## src/rtl/baudgen_pkg.sv

```systemverilog
// Package: baudgen_pkg
// Shared width and the command type used between the control decode and
// the counting stages of the oversampling tick generator.
package baudgen_pkg;

    // Width of the programmed rate word.
    localparam int unsigned WORD_W_DEF = 32;

    // Action applied to the counting stages on an edge.
    typedef enum logic [1:0] {
        GEN_CLEAR = 2'd0,   // generator off: restart count and phase
        GEN_LOAD  = 2'd1,   // new word written: restart count and phase
        GEN_RUN   = 2'd2    // count the half period
    } gen_cmd_e;

endpackage

```

## src/rtl/bg_ctrl.sv

```systemverilog
// Module: bg_ctrl
// Holds the rate word and decodes enable and write strobe into one command
// per cycle. A write takes precedence over the enable level.
// Assumes: synchronous active-low reset; word resets to zero.
module bg_ctrl
    import baudgen_pkg::*;
#(
    parameter int unsigned WORD_W = WORD_W_DEF
) (
    input  logic              clk,
    input  logic              rst_n,
    input  logic              gen_en,
    input  logic              word_wr,
    input  logic [WORD_W-1:0] baud_word,
    output logic [WORD_W-1:0] word_q,
    output gen_cmd_e          cmd
);

    // Capture the rate word on a write strobe.
    always_ff @(posedge clk) begin
        if (!rst_n) begin
            word_q <= '0;
        end else if (word_wr) begin
            word_q <= baud_word;
        end
    end

    // Decode the per-cycle command for the counting stages.
    always_comb begin
        if (word_wr) begin
            cmd = GEN_LOAD;
        end else if (gen_en) begin
            cmd = GEN_RUN;
        end else begin
            cmd = GEN_CLEAR;
        end
    end

endmodule

```

## src/rtl/bg_half_counter.sv

```systemverilog
// Module: bg_half_counter
// Counts word+1 cycles per half period and flags the last cycle of each half.
// Assumes: word_q is stable while cmd is GEN_RUN (a change always comes with
// GEN_LOAD, which restarts the count).
module bg_half_counter
    import baudgen_pkg::*;
#(
    parameter int unsigned WORD_W = WORD_W_DEF
) (
    input  logic              clk,
    input  logic              rst_n,
    input  gen_cmd_e          cmd,
    input  logic [WORD_W-1:0] word_q,
    output logic              half_done
);

    logic [WORD_W-1:0] cnt_q;

    // The half period ends when the count reaches the word while running.
    assign half_done = (cmd == GEN_RUN) && (cnt_q == word_q);

    // Advance the count, wrapping at the end of each half period.
    always_ff @(posedge clk) begin
        if (!rst_n) begin
            cnt_q <= '0;
        end else if (cmd != GEN_RUN) begin
            cnt_q <= '0;
        end else if (half_done) begin
            cnt_q <= '0;
        end else begin
            cnt_q <= cnt_q + 1'b1;
        end
    end

endmodule

```

## src/rtl/bg_phase.sv

```systemverilog
// Module: bg_phase
// Flips a phase bit at each half-period end and registers a tick on the
// low-to-high flip. The phase restarts high, so the first tick after a
// restart comes one full period later.
// Assumes: half_done is only high while cmd is GEN_RUN.
module bg_phase
    import baudgen_pkg::*;
(
    input  logic     clk,
    input  logic     rst_n,
    input  gen_cmd_e cmd,
    input  logic     half_done,
    output logic     tick
);

    logic phase_q;

    // Keep the phase and tick registers; restart on clear or load.
    always_ff @(posedge clk) begin
        if (!rst_n) begin
            phase_q <= 1'b1;
            tick    <= 1'b0;
        end else if (cmd != GEN_RUN) begin
            phase_q <= 1'b1;
            tick    <= 1'b0;
        end else begin
            if (half_done) begin
                phase_q <= ~phase_q;
            end
            tick <= half_done && !phase_q;
        end
    end

endmodule

```

## src/rtl/baud_tick_gen.sv

```systemverilog
// Module: baud_tick_gen
// Top of the oversampling tick generator. The period is 2*(word+1) cycles
// and a write reloads at once.
// Assumes: synchronous active-low reset; all inputs are in the clk domain.
module baud_tick_gen
    import baudgen_pkg::*;
#(
    parameter int unsigned WORD_W = WORD_W_DEF
) (
    input  logic              clk,
    input  logic              rst_n,
    input  logic              gen_en,
    input  logic              word_wr,
    input  logic [WORD_W-1:0] baud_word,
    output logic              tick
);

    logic [WORD_W-1:0] word_q;
    gen_cmd_e          cmd;
    logic              half_done;

    bg_ctrl #(.WORD_W(WORD_W)) u_ctrl (
        .clk       (clk),
        .rst_n     (rst_n),
        .gen_en    (gen_en),
        .word_wr   (word_wr),
        .baud_word (baud_word),
        .word_q    (word_q),
        .cmd       (cmd)
    );

    bg_half_counter #(.WORD_W(WORD_W)) u_cnt (
        .clk       (clk),
        .rst_n     (rst_n),
        .cmd       (cmd),
        .word_q    (word_q),
        .half_done (half_done)
    );

    bg_phase u_phase (
        .clk       (clk),
        .rst_n     (rst_n),
        .cmd       (cmd),
        .half_done (half_done),
        .tick      (tick)
    );

endmodule

```

## config.mk

```make
export PLATFORM = sky130hd
export DESIGN_NAME = baud_tick_gen
export DESIGN_NICKNAME = d
export VERILOG_FILES = /design/src/rtl/baudgen_pkg.sv /design/src/rtl/bg_ctrl.sv /design/src/rtl/bg_half_counter.sv /design/src/rtl/bg_phase.sv /design/src/rtl/baud_tick_gen.sv
export SDC_FILE = /design/constraint.sdc
export NUM_CORES = 1
export LEC_CHECK = 0
export BUFFER_PORTS_ARGS = -buffer_cell sky130_fd_sc_hd__clkbuf_2
export CAP_MARGIN = 20
export CORE_ASPECT_RATIO = 1.2
export CORE_MARGIN = 8
export CORE_UTILIZATION = 50
export CTS_CLUSTER_SIZE = 28
export DETAILED_ROUTE_END_ITERATION = 10
export PLACE_DENSITY = 0.69
export SLEW_MARGIN = 20
export SYNTH_ARGS = -nofsm -noshare
export SYNTH_HDL_FRONTEND = slang
export SYNTH_SLANG_ARGS = --single-unit
export TNS_END_PERCENT = 10
```

## constraint.sdc

```tcl
create_clock -name clk -period 4.4 [get_ports clk]
set_input_delay 0 -clock clk [delete_from_list [all_inputs] [get_ports clk]]
set_output_delay 0 -clock clk [all_outputs]
set_load 0.01 [all_outputs]
```

==> results.md <==
* Post-synth design cell area at 3090 um^2
* Horizontal die dimension at about 88 um
* RSZ-0062 raised after global routing: false
* Fin crit period at between 2 and 2.5 ns
* Cts bufs inserted at 9
* Status: complete, no violations
* Share of synthesized flip-flops with an asynchronous set or reset at 0%
* Mean routed wirelength per cell at 14.4 um
* Clk pin slew, worst setup/hold paths at around 0.07 ns
* Final-layout setup total negative slack at 0 ns
* Total power per unit cell area at between 300 and 400 nW/um^2
* Final count of hold timing violations at 0
* Worst Setup Slack post-DPL at 1.95 ns
* Slew Limit Fails at 0
* Leak at between 1.5 and 2 nW
* Worst stage delay on the critical path at roughly 0.56 ns
* Placed cell areas at between 3000 and 4000 um^2
* Buffers added on ports at 36
* Endpoint kind of the worst setup timing path: flip-flop
* Core outline area at approximately 6000 um^2
* Post-synth top cells: dfxtp_1 (66), xor2_1 (46), nor2b_1 (33), mux2i_1 (32), nor3_1 (32)
* Number of global-route vias before repair at between 2000 and 2500
* Final cell count without fillers at between 400 and 500
* Critical Path Slowest Stage Cell: nor3_4
* Relative slew margins at a little under three fifths
* Synth top area share at 42.7%
* CP Launch Type: flip-flop
* Routed wire length at around 6700 um
* Number of DRC markers after the initial detailed-route iteration at between 90 and 100
* Number of antenna violations at the first check in global routing at 0
* DRT Pass-1 Iters at 4
* Number of nets produced by synthesis at around 350
* Cell count after synthesis at about 310
* Crit path max fanout at 22
* Max-capacitance violation count at 0
* Die H at between 100 and 150 um
* Slack of the critical path at 1.94 ns
* Final HPWL DP at ~4600 um
* I/O pin count at 37
* Top cells by area, synth: dfxtp_1 (43%), xor2_1 (13%), mux2i_1 (10%), nor2b_1 (6.7%), nor3_1 (5.2%)
* Layout Cell Area excl Fill at approximately 3800 um^2
* Total Power at around 1.2 mW
* Number of H-tree levels at 3
* Yosys reg bits at between 60 and 70
* Worst Clk Skew at between 0.009 and 0.01 ns
* Global-route wire length before repair at between 10000 and 15000 um
* Die area at 8970 um^2
* Layout area overhead at 23.3%
* Antenna diodes at 0
* Initial core utilization at between 50% and 60%
* Fill cell count at 491
* Data required time of the worst path at between 4 and 5 ns
* Maximum resistive drop on vdd at roughly 170 uV
* Deepest clock path buffer count at 2
* Source-to-sink clock delay at the later pin of the worst-skew pair at around 0.34 ns
* Placed cell count at around 420
* Post-route core utilization at 63.5%
* Number of cell rows at 31
* Cell at the root of the clock tree: clkbuf_8
* Routability-driven placement congestion ratio at roughly 0.8
* Library cell with the highest instance count after synthesis: dfxtp_1
* Actual transition at the worst max-transition pin at between 0.6 and 0.7 ns
* Total vias in the final route at 2385
* Class of the tightest hold or removal check: in2reg
* Area leader, netlist: dfxtp_1
* Number of sinks handled by clock tree synthesis at 66
* Share of the cycle needed by the critical path after routing at between 50% and 60%
* Ratio of routed vias to standard cells at roughly 5.1
* Setup Fix Bufs, Post-CTS at 0
* Remaining global-route overflow at 0
* Mean instance size in the synthesized netlist at ~10 um^2
* Number of synthesized flops with an enable pin at 0
* Warnings, synthesis at 0
* Count of endpoints failing setup in the final report at 0
* Fraction of final layout cells sized beyond drive strength 1 at 15.9%
* Library cells used by synthesis at 26
* Arrival time of the worst setup path at roughly 2.7 ns
* Overall routing resource usage at between 10% and 20%
* DRC violations left at 0
* Number of nets with antenna violations after routing at 0
* Part of the Yosys area used for sequential elements at between 40% and 50%
* CP Cell Sequence: xor2_1, nor4_1, nand4_1, nor3_4, buf_4, nor3b_1
* Post-Route Hold Slack at 0.302 ns
* CP Class: reg2reg
* Fin nets at about 420
* Synth Flop Type: dfxtp_1
* Max Fclk at ~410 MHz
* Clock tree from TritonCTS: done
* Largest net degree at the start of global routing at 34
## power by group
part | internal (mW) | total, mW | switching (mW)
Sequential | 0.615 | 0.629 | 0.0137
Combinational | 0.0640 | 0.110 | 0.0464
Clock | 0.218 | 0.435 | 0.218
## cells by family (layout without fill, tap and decap cells)
group	after synthesis	in the layout	synth area share (%)
AND/OR/NAND/NOR	131	131	25.8
flip-flops	66	66	42.7
XOR/XNOR	62	62	17.6
multiplexers	32	32	10.4
buffers and inverters	21	91	2.87
adder cells (fa/ha/maj)	1	1	0.404
AO/OA/AOI/OAI	1	1	0.243
## registers in the layout (all words and copies together), names as in the netlist
name	count
u_cnt.cnt_q	32
u_ctrl.word_q	32
u_phase.phase_q	1
u_phase.tick	1
## path summary, 6_finish.rpt
| path | start | to | slack, ns | depth (start not counted) |
|---|---|---|---|---|
| setup / recovery | u_cnt.cnt_q[16] | u_phase.tick | 1.94 | 6 |
| hold reg to reg | u_phase.phase_q | u_phase.tick | 0.47 | 1 |
| hold / removal | rst_n | u_ctrl.word_q[8] | 0.30 | 2 |
| setup reg to reg | u_cnt.cnt_q[16] | u_phase.tick | 1.94 | 6 |
## cell type report
| class | instances | area [um^2] | area share [%] |
|---|---|---|---|
| Multi-Input combinational cell | 227 | 1690 | 44.3 |
| Clock inverter | 3 | 15.0 | 0.394 |
| Inverter | 4 | 15.0 | 0.394 |
| Clock buffer | 13 | 149 | 3.90 |
| Sequential cell | 66 | 1320 | 34.6 |
| Tap cell | 82 | 103 | 2.69 |
| Timing Repair Buffer | 71 | 523 | 13.7 |
## placed cells by master, fill, tap and decap left out, drive strengths merged
cell type / Yosys / final
nand3: 12 / 12
buf: 6 / 3
nor2: 4 / 4
nor4: 9 / 9
or3b: 1 / 1
dfxtp: 66 / 66
xnor2: 16 / 16
dlygate4sd3: 0 / 32
mux2i: 32 / 32
inv: 4 / 4
and3: 7 / 7
nand4: 9 / 9
clkbuf: 11 / 49
and4: 5 / 5
nor3: 39 / 39
or4b: 1 / 1
and3b: 1 / 1
clkinv: 0 / 3
xor2: 46 / 46
nand2: 8 / 8
nor3b: 2 / 2
ha: 1 / 1
nor2b: 33 / 33
o31ai: 1 / 1
## worst max-delay path, delay by kind of cell (launching register included)
family,cells,cell delay [ns]
xor+xnor,1,0.14
simple gates,4,1.45
flops,1,0.40
buf+inv,1,0.37
## per-layer routing
metal  track usage (%)  wire length (um)  share of wire [%]
met5                 0                 0                  0
met4              11.3               251                3.7
met3              3.46               274                4.1
met2              25.7              3030                 45
met1              19.4              3170                 47
## what timing repair did
| item | CTS | global route |
|---|---|---|
| resized for setup | 0 | 0 |
| hold buffers | 32 | 0 |
| endpoints found under the hold margin | 32 | 0 |
No activity file was read; power rests on OpenSTA's default activity.
